**src/rtl/card_win_pkg.sv**
```systemverilog
`timescale 1ns/1ps
package card_win_pkg;
  localparam int unsigned BASE_W = 6;
  localparam int unsigned LEN_W  = 5;
  localparam int unsigned DLY_W  = 2;

  typedef enum logic [1:0] {
    SP_ATTR = 2'b00,
    SP_COMM = 2'b01,
    SP_IO   = 2'b10,
    SP_RSVD = 2'b11
  } space_e;

  typedef struct packed {
    logic [LEN_W-1:0] len;
    logic [DLY_W-1:0] dly;
    logic [DLY_W-1:0] rec;
    logic [DLY_W-1:0] wdly;
    logic             wreq;
  } tim_t;

  typedef struct packed {
    logic [BASE_W-1:0] base;
    space_e            space;
    tim_t              tim;
  } win_cfg_t;

  typedef enum logic [2:0] {
    ST_IDLE, ST_SETUP, ST_STROBE, ST_HOLD, ST_REC, ST_DONE
  } seq_state_e;

  // register 0: [14:10] len, [9:8] dly, [7:6] space, [5:0] base
  function automatic win_cfg_t put_reg0(win_cfg_t c, logic [14:0] d);
    win_cfg_t r = c;
    r.tim.len = d[14:10];
    r.tim.dly = d[9:8];
    r.space   = space_e'(d[7:6]);
    r.base    = d[5:0];
    return r;
  endfunction

  // register 1: [4:3] rec, [2:1] wdly, [0] wreq
  function automatic win_cfg_t put_reg1(win_cfg_t c, logic [4:0] d);
    win_cfg_t r = c;
    r.tim.rec  = d[4:3];
    r.tim.wdly = d[2:1];
    r.tim.wreq = d[0];
    return r;
  endfunction
endpackage

```
**src/rtl/card_win_regs.sv**
```systemverilog
`timescale 1ns/1ps
module card_win_regs
  import card_win_pkg::*;
#(
  parameter int unsigned N_WIN = 3,
  parameter int unsigned IDX_W = 2
) (
  input  logic             clk_i,
  input  logic             rst_ni,
  input  logic             idle_i,
  input  logic             we_i,
  input  logic [IDX_W-1:0] win_i,
  input  logic             sel_i,
  input  logic [15:0]      data_i,
  output win_cfg_t         cfg_o [N_WIN]
);
  logic unused_rsvd;
  assign unused_rsvd = data_i[15];

  for (genvar w = 0; w < N_WIN; w++) begin : g_win
    win_cfg_t cfg_q;
    logic     hit;
    assign hit = we_i && idle_i && (win_i == IDX_W'(w));

    always_ff @(posedge clk_i or negedge rst_ni) begin
      if (!rst_ni) begin
        cfg_q <= '0;
      end else if (hit) begin
        if (!sel_i) cfg_q <= put_reg0(cfg_q, data_i[14:0]);
        else        cfg_q <= put_reg1(cfg_q, data_i[4:0]);
      end
    end
    assign cfg_o[w] = cfg_q;
  end
endmodule

```
**src/rtl/card_win_decode.sv**
```systemverilog
`timescale 1ns/1ps
module card_win_decode
  import card_win_pkg::*;
#(
  parameter int unsigned N_WIN = 3,
  parameter int unsigned IDX_W = 2,
  parameter int unsigned OFF_W = 20,
  localparam int unsigned ADDR_W = BASE_W + OFF_W
) (
  input  win_cfg_t          cfg_i [N_WIN],
  input  logic [IDX_W-1:0]  win_i,
  input  logic [OFF_W-1:0]  off_i,
  output logic [ADDR_W-1:0] addr_o,
  output space_e            space_o,
  output tim_t              tim_o,
  output logic              bad_o
);
  win_cfg_t sel;
  logic     in_range;

  always_comb begin
    sel = '0;
    for (int w = 0; w < N_WIN; w++) begin
      if (win_i == IDX_W'(w)) sel = cfg_i[w];
    end
  end

  assign in_range = {1'b0, win_i} < (IDX_W+1)'(N_WIN);
  assign addr_o   = {sel.base, off_i};
  assign space_o  = sel.space;
  assign tim_o    = sel.tim;
  assign bad_o    = !in_range || (sel.space == SP_RSVD);
endmodule

```
**src/rtl/card_strobe_seq.sv**
```systemverilog
`timescale 1ns/1ps
module card_strobe_seq
  import card_win_pkg::*;
#(
  parameter int unsigned TMO_LIMIT = 1023,
  localparam int unsigned TMO_W = $clog2(TMO_LIMIT + 1),
  localparam int unsigned CNT_W = LEN_W
) (
  input  logic clk_i,
  input  logic rst_ni,
  input  logic start_i,
  input  logic bad_i,
  input  tim_t tim_i,
  input  logic wait_i,
  output logic idle_o,
  output logic strobe_o,
  output logic done_o,
  output logic err_o,
  output logic tout_o
);
  localparam logic [TMO_W-1:0] TMO_LAST = TMO_W'(TMO_LIMIT - 1);

  seq_state_e       state_q;
  tim_t             tim_q;
  logic [CNT_W-1:0] cnt_q;
  logic [TMO_W-1:0] tcnt_q;
  logic             err_q, tout_q;

  logic [CNT_W-1:0] len_x, dly_last, rec_last, wdly_x;
  logic             wait_hit, strobe_end;
  seq_state_e       after_strobe;

  assign len_x        = tim_q.len;
  assign dly_last     = CNT_W'(tim_q.dly) - CNT_W'(1);
  assign rec_last     = CNT_W'(tim_q.rec) - CNT_W'(1);
  assign wdly_x       = CNT_W'(tim_q.wdly);
  assign wait_hit     = tim_q.wreq && (cnt_q == wdly_x) && wait_i;
  assign strobe_end   = (cnt_q == len_x);
  assign after_strobe = (tim_q.rec != '0) ? ST_REC : ST_DONE;

  always_ff @(posedge clk_i or negedge rst_ni) begin
    if (!rst_ni) begin
      state_q <= ST_IDLE;
      tim_q   <= '0;
      cnt_q   <= '0;
      tcnt_q  <= '0;
      err_q   <= 1'b0;
      tout_q  <= 1'b0;
    end else begin
      case (state_q)
        ST_IDLE: if (start_i) begin
          tim_q  <= tim_i;
          cnt_q  <= '0;
          tcnt_q <= '0;
          err_q  <= bad_i;
          tout_q <= 1'b0;
          if (bad_i)                 state_q <= ST_DONE;
          else if (tim_i.dly != '0)  state_q <= ST_SETUP;
          else                       state_q <= ST_STROBE;
        end
        ST_SETUP: begin
          if (cnt_q == dly_last) begin
            cnt_q   <= '0;
            state_q <= ST_STROBE;
          end else cnt_q <= cnt_q + CNT_W'(1);
        end
        ST_STROBE: begin
          if (wait_hit) begin
            tcnt_q  <= '0;
            state_q <= ST_HOLD;
          end else if (strobe_end) begin
            cnt_q   <= '0;
            state_q <= after_strobe;
          end else cnt_q <= cnt_q + CNT_W'(1);
        end
        ST_HOLD: begin
          if (wait_i) begin
            if (tcnt_q == TMO_LAST) begin
              tout_q  <= 1'b1;
              state_q <= ST_DONE;
            end else tcnt_q <= tcnt_q + TMO_W'(1);
          end else if (strobe_end) begin
            cnt_q   <= '0;
            state_q <= after_strobe;
          end else begin
            cnt_q   <= cnt_q + CNT_W'(1);
            state_q <= ST_STROBE;
          end
        end
        ST_REC: begin
          if (cnt_q == rec_last) state_q <= ST_DONE;
          else                   cnt_q   <= cnt_q + CNT_W'(1);
        end
        ST_DONE: state_q <= ST_IDLE;
        default: state_q <= ST_IDLE;
      endcase
    end
  end

  assign idle_o   = (state_q == ST_IDLE);
  assign strobe_o = (state_q == ST_STROBE) || (state_q == ST_HOLD);
  assign done_o   = (state_q == ST_DONE);
  assign err_o    = done_o && err_q;
  assign tout_o   = done_o && tout_q;
endmodule

```
**src/rtl/card_win_ctrl.sv**
```systemverilog
`timescale 1ns/1ps
module card_win_ctrl
  import card_win_pkg::*;
#(
  parameter int unsigned N_WIN     = 3,
  parameter int unsigned OFF_W     = 20,
  parameter int unsigned TMO_LIMIT = 1023,
  localparam int unsigned IDX_W    = $clog2(N_WIN + 1),
  localparam int unsigned ADDR_W   = BASE_W + OFF_W
) (
  input  logic              clk_i,
  input  logic              rst_ni,
  input  logic              cfg_we_i,
  input  logic [IDX_W-1:0]  cfg_win_i,
  input  logic              cfg_sel_i,
  input  logic [15:0]       cfg_data_i,
  input  logic              req_i,
  input  logic [IDX_W-1:0]  req_win_i,
  input  logic [OFF_W-1:0]  req_off_i,
  input  logic              req_wr_i,
  input  logic              wait_i,
  output logic              ready_o,
  output logic [ADDR_W-1:0] card_addr_o,
  output logic [1:0]        space_o,
  output logic              card_wr_o,
  output logic              strobe_o,
  output logic              done_o,
  output logic              err_o,
  output logic              tout_o
);
  win_cfg_t          cfg [N_WIN];
  logic [ADDR_W-1:0] dec_addr;
  space_e            dec_space;
  tim_t              dec_tim;
  logic              dec_bad, idle, accept;
  logic [ADDR_W-1:0] addr_q;
  space_e            space_q;
  logic              wr_q;

  card_win_regs #(.N_WIN(N_WIN), .IDX_W(IDX_W)) u_regs (
    .clk_i (clk_i), .rst_ni (rst_ni), .idle_i (idle),
    .we_i (cfg_we_i), .win_i (cfg_win_i), .sel_i (cfg_sel_i),
    .data_i (cfg_data_i), .cfg_o (cfg)
  );

  card_win_decode #(.N_WIN(N_WIN), .IDX_W(IDX_W), .OFF_W(OFF_W)) u_dec (
    .cfg_i (cfg), .win_i (req_win_i), .off_i (req_off_i),
    .addr_o (dec_addr), .space_o (dec_space), .tim_o (dec_tim), .bad_o (dec_bad)
  );

  assign accept = req_i && idle;

  card_strobe_seq #(.TMO_LIMIT(TMO_LIMIT)) u_seq (
    .clk_i (clk_i), .rst_ni (rst_ni), .start_i (accept), .bad_i (dec_bad),
    .tim_i (dec_tim), .wait_i (wait_i), .idle_o (idle), .strobe_o (strobe_o),
    .done_o (done_o), .err_o (err_o), .tout_o (tout_o)
  );

  always_ff @(posedge clk_i or negedge rst_ni) begin
    if (!rst_ni) begin
      addr_q  <= '0;
      space_q <= SP_ATTR;
      wr_q    <= 1'b0;
    end else if (accept) begin
      addr_q  <= dec_addr;
      space_q <= dec_space;
      wr_q    <= req_wr_i;
    end
  end

  assign ready_o     = idle;
  assign card_addr_o = addr_q;
  assign space_o     = space_q;
  assign card_wr_o   = wr_q;
endmodule

```
**config.mk**
```make
export PLATFORM = sky130hd
export DESIGN_NAME = card_win_ctrl
export DESIGN_NICKNAME = d
export VERILOG_FILES = /design/src/rtl/card_win_pkg.sv /design/src/rtl/card_win_regs.sv /design/src/rtl/card_win_decode.sv /design/src/rtl/card_strobe_seq.sv /design/src/rtl/card_win_ctrl.sv
export SDC_FILE = /design/constraint.sdc
export NUM_CORES = 1
export LEC_CHECK = 0
export BUFFER_PORTS_ARGS = -buffer_cell sky130_fd_sc_hd__buf_2
export CAP_MARGIN = 20
export CORE_MARGIN = 5
export CORE_UTILIZATION = 30
export CTS_CLUSTER_SIZE = 25
export DETAILED_ROUTE_END_ITERATION = 12
export GPL_ROUTABILITY_DRIVEN = 0
export SETUP_SLACK_MARGIN = 0.15
export SLEW_MARGIN = 20
export SYNTH_ARGS = -nofsm -noshare
export SYNTH_HDL_FRONTEND = slang
export SYNTH_HIERARCHICAL = 1
export SYNTH_SLANG_ARGS = --single-unit
```
**constraint.sdc**
```tcl
create_clock -name clk_i -period 2.2 [get_ports clk_i]
set_input_delay 0.22 -clock clk_i [delete_from_list [all_inputs] [get_ports clk_i]]
set_output_delay 0.22 -clock clk_i [all_outputs]
set_load 0.02 [all_outputs]
```
==> results of run 1 <==
cell families after synthesis:
kind of cell | Yosys count
XOR/XNOR | 16
buffers and inverters | 58
multiplexers | 119
AO/OA/AOI/OAI | 71
flip-flops | 121
AND/OR/NAND/NOR | 90
adder cells (fa/ha/maj) | 6
how the worst max path moves through the flow:
stage	startpoint	end	slack, ns	cells past startpoint
after detailed placement	u_seq/tim_q[5]	u_seq/cnt_q[0]	-0.02	8
final	u_seq/tim_q[5]	u_seq/state_q[2]	0.11	7
after global placement	u_seq/tim_q[5]	u_seq/cnt_q[0]	0.05	8
after floorplan	u_seq/state_q[0]	u_seq/cnt_q[3]	0.13	9
after global routing	u_seq/tim_q[5]	u_seq/state_q[2]	0.003	7
after CTS	u_seq/cnt_q[2]	u_seq/tcnt_q[6]	0.14	7
sequential cells by signal, summed over array words and instances (netlist names):
name	flops
u_seq/err_q	1
u_regs/cfg_o	60
card_wr_o	1
u_seq/tcnt_q	10
u_seq/len_x	5
u_seq/state_q	3
u_seq/tim_q	7
card_addr_o	26
u_seq/tout_q	1
space_o	2
u_seq/cnt_q	5
worst register-to-register path, stage by stage (launching register included):
cell	delay, ns
dfrtp_1	0.37
inv_2	0.07
ha_4	0.16
or4_4	0.43
a211oi_4	0.34
a21oi_1	0.13
or3_4	0.36
a32oi_2	0.15
layer usage:
layer	vias up	GRT usage, %	share of wire (%)
met5	-	0	0
met4	0	3.86	1.4
met3	19	3.41	4.3
met2	100	20.0	49
met1	1988	15.0	45
li1	1899	-	-
power groups by stage:
| stage | registers, mW | logic [mW] | clock network (mW) |
|---|---|---|---|
| final | 3.64 | 3.79 | 2.72 |
| after floorplan | 3.84 | 2.37 | 0 |
| after detailed placement | 3.68 | 3.50 | 0 |
| after global routing | 3.76 | 4.10 | 2.91 |
| after CTS | 3.64 | 3.60 | 2.81 |
| after global placement | 3.61 | 3.41 | 0 |
cells in the final DEF (no fill, tap or decap), drive strengths merged, types with 11 or more instances in the layout:
master	netlist	routed
dfrtp	121	121
clkbuf	6	17
nand2	23	23
inv	13	22
o2bb2ai	21	21
a21oi	11	11
mux2	98	98
mux2i	21	21
o21ai	17	17
nor2	20	20
buf	39	114
metrics by stage:
step,cell area [um^2],std cells,util [%],setup slack (ns)
2_1_floorplan,6140,481,-,0.126
3_3_place_gp,6740,812,33.4,0.0498
3_5_place_dp,6740,812,33.4,-0.0194
4_1_cts,7410,851,36.7,0.138
5_1_grt,7520,853,37.3,0.00262
6_report,7530,854,37.3,0.107
layout make-up:
| cell class | count | area [um^2] |
|---|---|---|
| Fill cell | 1963 | 12600 |
| Sequential cell | 121 | 3030 |
| Multi-Input combinational cell | 302 | 2820 |
| Timing Repair Buffer | 115 | 712 |
| Clock buffer | 17 | 425 |
| Tap cell | 270 | 338 |
| Clock inverter | 15 | 155 |
| Inverter | 13 | 48.8 |
| Antenna cell | 1 | 2.50 |
timing repair:
action,4_1_cts,5_1_grt
endpoints found under the setup margin,11,26
setup buffers,6,2
pin swaps,6,13
resized for setup,6,29
hold buffers,1,0
endpoints found under the hold margin,49,0
==> results.toml, run 1 <==
[run_status]
status = "completed"

[die]
dieArea_mm2 = 0.0233
row_count = 52
fp.dieH_um = 153
core_area_mm2 = 0.0202
start_util_pct = 30.3
die_width_um = 153
ios = 81

[setup_path]
reg2reg_to = "u_seq/state_q[2]"
required_ns = 2.53
crit_path_max_fanout = 3
critPathMaxStageDelay_ns = 0.43
reg2reg_depth = 7
worstSetupEndpointType = "flop"
critPathLaunchType = "flop"
cp.arrival_ns = 2.42
cp_top_family = "simple AND/OR/NAND/NOR gates"
cp.buffers_inverters = 1
crit_chain = "inv_2 > ha_4 > or4_4 > a211oi_4 > a21oi_1 > or3_4 > a32oi_2"
ff2ff_setup_slack_ns = 0.11
crit-reg2reg-launch = "u_seq/tim_q[5]"
critPathSlowestCell = "or4_4"
criticalPathCategory = "reg -> reg"

[worst_hold_path]
hold_class = "in -> reg"
holdPathEnd = "card_addr_o[9]"
min_from = "req_off_i[9]"
hold_depth = 2

[sta]
hold_ws_ns = 0.0281
max-slew-margin-rel_pct = 53.3
fin_skew_ns = 0.0125
rsz0062_at_grt = "yes"
fin_crit_ns = 2.09
hold_violations = 0
period_share_pct = 95.1
setup_tns_ns = 0
final-setup-viol-count = 0
slew_violations = 0
fmax_ghz = 0.478
worst_pin_slew_ns = 0.701

[detailed_routing]
initialDrtViolationCount = 191
drtPass1Iterations = 4
vias = 4006
routed_wl_mm = 13.7
post_drt_wl_per_cell_um = 16.0
viasPerCell = 4.69
drtAntennaViolNets = 0
drc = 0

[logic_synthesis]
yosys.area_share.adder_pct = 1.23
synth_common_cells = "121 x dfrtp_1, 49 x mux2_2, 39 x mux2_4, 22 x buf_4, 22 x nand2_1"
yosysMostFrequentCell = "dfrtp_1"
synth_area_leaders = "dfrtp_1 50%, mux2_4 9.6%, mux2_2 9.0%, mux2i_1 3.4%, o2bb2ai_1 3.0%"
ys_types = 57
synth_edf_count = 0
yosys.area_share.simple_pct = 7.96
synth_top_cell_area_share_pct = 49.5
yosys_warnings = 6
syn-num-nets = 534
synth_mux_area_share_pct = 23.9
synth_compound_area_share_pct = 8.64
synth_cells = 481
ys_seq_elements = 121
synthArstFlopShare_pct = 100
synth_area_mm2 = 0.00611
syn_avg_cell_area_um2 = 12.7
synth_top_family_by_area = "multiplexers"
synth_xor_xnor_area_share_pct = 2.29
synth_top_cell_by_area = "dfrtp_1"
synth_ff_type = "dfrtp_1"
synth-seq-area-share_pct = 49.5

[clocking]
cts.path.max_buffers = 2
tritoncts = "built"
clock_latency_ns = 0.42
path_clk_slew_ns = 0.06
cts-root-buf = "clkbuf_16"
cts.sinks = 121
h-tree-depth = 4
cts_buffers = 17

[global_routing]
antenna_found_initial = 0
grt_first_pass_wirelength_mm = 22.4
grt_usage_pct = 11.9
grt_pass1_vias = 4361
grt_start_max_net_pins = 53
grt_overflow = 0

[power]
p_comb_share_pct = 37.3
switching_power_mw = 3.51
power.total_mw = 10.2
intPower_mw = 6.65
cellPowerDensity_mw_per_mm2 = 1350
leakagePower_nw = 3.56
p_seq_share_pct = 35.8
peakVddDrop_mv = 0.614
switching_share_pct = 34.5
power.share.clock_pct = 26.8

[cells_and_area]
syn_to_final_growth_pct = 23.1
drive_above_1_share_pct = 46.8
nNetsFinal = 623

[place]
io_buffers = 79
hpwl_mm = 9.46

[run]
timing.max_cap.violations = 0
(Power assumes the default switching activity.)
==> inputs of run 2 (changes only) <==
Settings changed: SETUP_SLACK_MARGIN 0.15 to unset.
Clock period 2.2 ns to 2.15 ns, I/O delays scaled along.
==> run 2 against run 1 <==
Net effect:
- core utilization rose by 0.11 points
- design area rose by 0.30%
- non-clock buffer count unchanged
- combinational power is 2% lower
- die area stayed put
- fmax fell by 0.63%
- via count is 0.27% lower
- largest cell class unchanged
- sequential share of layout area fell by 0.070 points
- count of clock-buffer cells in the layout rose by 4
- first-iteration DRC count is 12% higher
- worst hold slack got worse by 0.0046 ns
==> results.toml, run 2 (synthesized netlist as in run 1, its figures left out) <==
[run_status]
status = "completed"

[clocking]
clock_latency_ns = 0.42
path_clk_slew_ns = 0.06
h-tree-depth = 4
cts_buffers = 17
cts.path.max_buffers = 2
cts-root-buf = "clkbuf_16"
cts.sinks = 121
tritoncts = "built"

[setup_path]
crit_path_max_fanout = 5
crit-reg2reg-launch = "u_seq/cnt_q[2]"
critPathLaunchType = "flop"
cp-startpoint = "u_seq/cnt_q[2]"
cp.arrival_ns = 2.41
criticalPathCategory = "reg -> reg"
reg2reg_depth = 7
worstSetupEndpointType = "flop"
required_ns = 2.45

[power]
power.total_mw = 10.6
cellPowerDensity_mw_per_mm2 = 1410
power.share.clock_pct = 29.9
switching_share_pct = 31.6
peakVddDrop_mv = 0.705
p_seq_share_pct = 35.0
p_comb_share_pct = 35.0
intPower_mw = 7.28
leakagePower_nw = 3.58
switching_power_mw = 3.36

[global_routing]
grt_usage_pct = 11.9
grt_overflow = 0
grt_pass1_vias = 4300
antenna_found_initial = 1
grt_first_pass_wirelength_mm = 22.7
grt_start_max_net_pins = 49

[die]
ios = 81
row_count = 52
die_width_um = 153
dieArea_mm2 = 0.0233
core_area_mm2 = 0.0202
fp.dieH_um = 153
start_util_pct = 30.3

[worst_hold_path]
hold_class = "in -> reg"
hold_depth = 2
min_from = "req_off_i[9]"

[place]
placed_cells = 814
hpwl_mm = 9.42
io_buffers = 79
placed_cell_area_mm2 = 0.00679
place_ws_ns = -0.0450

[sta]
rsz0062_at_grt = "yes"
fin_crit_ns = 2.11
period_share_pct = 98.0
final-setup-viol-count = 0
slew_violations = 0
fin_skew_ns = 0.00595
max-slew-margin-rel_pct = 61.5
hold_violations = 0
worst_pin_slew_ns = 0.578
setup_slack_ns = 0.0436
fmax_ghz = 0.475

[cells_and_area]
instances_no_fill = 853
drive_above_1_share_pct = 44.4
syn_to_final_growth_pct = 23.5
stdcell_area_mm2 = 0.00755
diodes = 0
largest_reg_flops = 60
nNetsFinal = 623
final_common_cell = "dfrtp_1"
final_cell_mix = "117 x dfrtp_1, 78 x buf_2, 49 x mux2_2"

[detailed_routing]
drc = 0
routed_wl_mm = 13.4
drtPass1Iterations = 4
vias = 3995
post_drt_wl_per_cell_um = 15.7
initialDrtViolationCount = 214
drtAntennaViolNets = 0
viasPerCell = 4.68

[run]
timing.max_cap.violations = 0
run 2: cell types whose count changed in the layout (fill, tap and decap cells not counted), sizes merged:
cell and change:
bufinv +4, clkbuf +4, clkinvlp +1, inv -9, diode -1
run 2: area by class of cell:
cell class	instances	area (um^2)
Sequential cell	121	3030
Clock buffer	21	470
Clock inverter	11	193
Timing Repair Buffer	115	737
Inverter	13	48.8
Fill cell	1972	12600
Multi-Input combinational cell	302	2730
Tap cell	270	338
run 2: worst paths after layout:
kind,end,slack [ns]
worst max-delay path,u_seq/tcnt_q[4],0.04
worst min-delay path,card_addr_o[9],0.02
worst max register to register,u_seq/tcnt_q[4],0.04
worst min register to register,u_regs/cfg_o[36],0.48
max in group asynchronous,u_regs/cfg_o[33],1.24
min in group asynchronous,card_addr_o[7],0.29
run 2: through the flow:
step           utilization [%]  hold WS (ns)  setup TNS [ns]
2_1_floorplan                -       -0.0806               0
6_report                  37.4        0.0235               0
5_1_grt                   37.4       0.00447          -0.122
4_1_cts                   37.1      0.000370               0
3_3_place_gp              33.7         0.188               0
3_5_place_dp              33.7         0.199          -0.148
run 2: per-layer routing:
metal	vias to the layer above	wire length, um	global-route usage [%]
li1	1895	-	-
met1	1959	6200	15.7
met2	119	6290	18.8
met3	20	708	3.38
met4	2	225	4.58
met5	-	7	0
run 2: critical path: stages, from the launching register on:
cell,delay [ns]
dfrtp_2,0.43
or3_4,0.41
nor4_4,0.37
nand3_2,0.20
buf_4,0.18
a21oi_1,0.19
xnor2_1,0.15
nor2_1,0.06
run 2: power groups by stage:
stage,sequential (mW),clock [mW],combinational [mW]
after global placement,3.70,0,3.54
after CTS,3.73,3.28,3.67
after detailed placement,3.76,0,3.64
final,3.73,3.18,3.72
after floorplan,3.93,0,2.41
after global routing,3.85,3.37,4.06
run 2: timing repair:
item | 4_1_cts | 5_1_grt
cloned | 0 | 0
gates resized for setup | 1 | 11
endpoints found under the hold margin | 31 | 0
setup buffers | 1 | 5
pin swaps | 1 | 6
endpoints found under the setup margin | 8 | 11
hold buffers | 1 | 0
==> inputs of run 3 (changes only) <==
Settings changed: CTS_BUF_LIST set to sky130_fd_sc_hd__clkbuf_8.
Clock period 2.15 ns to 1.9 ns, I/O delays scaled along.
==> run 3 against run 2 <==
Net effect:
- global-route usage grew 0.57 points
- non-clock buffer count increased by 53
- sequential share of layout area fell by 2.1 points
- design area rose by 5.4%
- register-to-register slack worse by 0.19 ns
- total power increased by 5.2%
- worst hold slack improved by 0.015 ns
- final cell count up 6.2%
- the flow now finishes with violations (setup timing)
- count of clock-buffer cells in the layout shrank 2
- sequential cell count did not move
- via count rose by 5.9%
- first-iteration DRC count down 2.3%
==> results.toml, run 3 (synthesized netlist as in run 1, its figures left out) <==
[die]
ios = 81
fp.dieH_um = 153
start_util_pct = 30.3
die_width_um = 153
row_count = 52
dieArea_mm2 = 0.0233
core_area_mm2 = 0.0202

[detailed_routing]
drtPass1Iterations = 4
initialDrtViolationCount = 209
vias = 4229
post_drt_wl_per_cell_um = 15.7
drc = 0
routed_wl_mm = 14.2
viasPerCell = 4.67
drtAntennaViolNets = 0

[place]
hpwl_mm = 9.90
place_ws_ns = -0.118
placed_cell_area_mm2 = 0.00697
placed_cells = 834
io_buffers = 79

[cells_and_area]
nNetsFinal = 676
drive_above_1_share_pct = 48.0
stdcell_area_mm2 = 0.00796
final_cell_mix = "120 x dfrtp_1, 76 x buf_2, 55 x mux2_4"
syn_to_final_growth_pct = 30.2
final_core_util_pct = 39.4
largest_reg_flops = 60
instances_no_fill = 906
diodes = 0
final_common_cell = "dfrtp_1"
fill_cells = 1955

[sta]
hold_violations = 0
rsz0062_at_grt = "yes"
max-slew-margin-rel_pct = 60.5
slew_violations = 0
setup_slack_ns = -0.142
period_share_pct = 107
hold_ws_ns = 0.0388
final-setup-viol-count = 19
fin_crit_ns = 2.04
fin_skew_ns = 0.0124
worst_pin_slew_ns = 0.592
setup_tns_ns = -0.989
fmax_ghz = 0.490

[power]
peakVddDrop_mv = 0.675
leakagePower_nw = 3.77
power.total_mw = 11.2
cellPowerDensity_mw_per_mm2 = 1410

[global_routing]
antenna_found_initial = 2
grt_usage_pct = 12.5
grt_overflow = 0
grt_pass1_vias = 4613
grt_start_max_net_pins = 59
grt_first_pass_wirelength_mm = 23.7

[setup_path]
critPathLaunchType = "flop"
worstSetupEndpointType = "flop"
criticalPathCategory = "reg -> reg"
crit_chain = "inv_1 > ha_2 > or4_4 > a211oi_4 > o21ai_1 > a21oi_2 > a2bb2oi_1 > o31ai_1"
critPathSlowestCell = "or4_4"
required_ns = 2.22
cp.arrival_ns = 2.37
critPathMaxStageDelay_ns = 0.43
crit_path_max_fanout = 4

[worst_hold_path]
hold_class = "in -> reg"

[run_status]
status = "complete, but fails checks"
violations = "setup timing"

[clocking]
clock_latency_ns = 0.44
h-tree-depth = 4
path_clk_slew_ns = 0.08
cts.sinks = 121
tritoncts = "built"
cts.path.max_buffers = 2
cts-root-buf = "clkbuf_8"
cts_buffers = 17

[run]
timing.max_cap.violations = 0
[run 3: cell types whose count changed in the layout (fill, tap and decap cells not counted), moves of 4 or more]
cell           delta
bufinv_16         -4
o21ai_2           +5
o21ai_0           -7
mux2_4           +16
clkbuf_16        -16
dlygate4sd3_1    +30
buf_4            +22
mux2_2            -6
clkbuf_8         +16
mux2_1           -10
[run 3: final timing paths]
path | startpoint | to | slack (ns) | depth (start not counted)
max in group asynchronous | rst_ni | u_regs/cfg_o[26] | 1.07 | 3
worst min-delay path | cfg_data_i[8] | u_regs/cfg_o[5] | 0.04 | 2
min in group asynchronous | rst_ni | space_o[1] | 0.21 | 2
worst max register to register | u_seq/tim_q[5] | u_seq/cnt_q[4] | -0.14 | 8
worst max-delay path | u_seq/tim_q[5] | u_seq/cnt_q[4] | -0.14 | 8
worst min register to register | card_addr_o[21] | card_addr_o[21] | 0.51 | 1
[run 3: final cells by class]
type	instances	area, um^2	share of cell area [%]
Sequential cell	121	3030	38.1
Timing Repair Buffer	168	1250	15.7
Tap cell	270	338	4.25
Multi-Input combinational cell	302	2920	36.6
Clock inverter	13	106	1.34
Clock buffer	19	262	3.29
Inverter	13	56.3	0.708
[run 3: repair_timing]
| action | in CTS | in global routing |
|---|---|---|
| resized for setup | 12 | 41 |
| setup endpoints to repair | 21 | 37 |
| hold buffers | 31 | 0 |
| hold endpoints to repair | 68 | 0 |
| gates cloned | 0 | 1 |
| setup buffers | 3 | 5 |
| pin swaps | 3 | 15 |
[run 3: per-layer routing]
metal / vias up / track usage [%] / routed length (um)
met5: - / 0 / 14
met1: 2122 / 16.1 / 6570
met4: 4 / 4.20 / 231
li1: 1985 / - / -
met2: 95 / 20.1 / 6770
met3: 23 / 3.75 / 648
[run 3: power by group]
| part | internal [mW] | switching [mW] |
|---|---|---|
| clock network | 1.09 | 1.07 |
| logic | 2.57 | 2.25 |
| registers | 3.60 | 0.610 |
[run 3: critical path, delay by kind of cell, from the launching register on]
kind | cells | cell delay, ns
buffers and inverters | 1 | 0.06
and+or+nand+nor | 1 | 0.43
adders and majority gates | 1 | 0.18
DFF | 1 | 0.35
AOI/OAI and AO/OA | 5 | 0.92
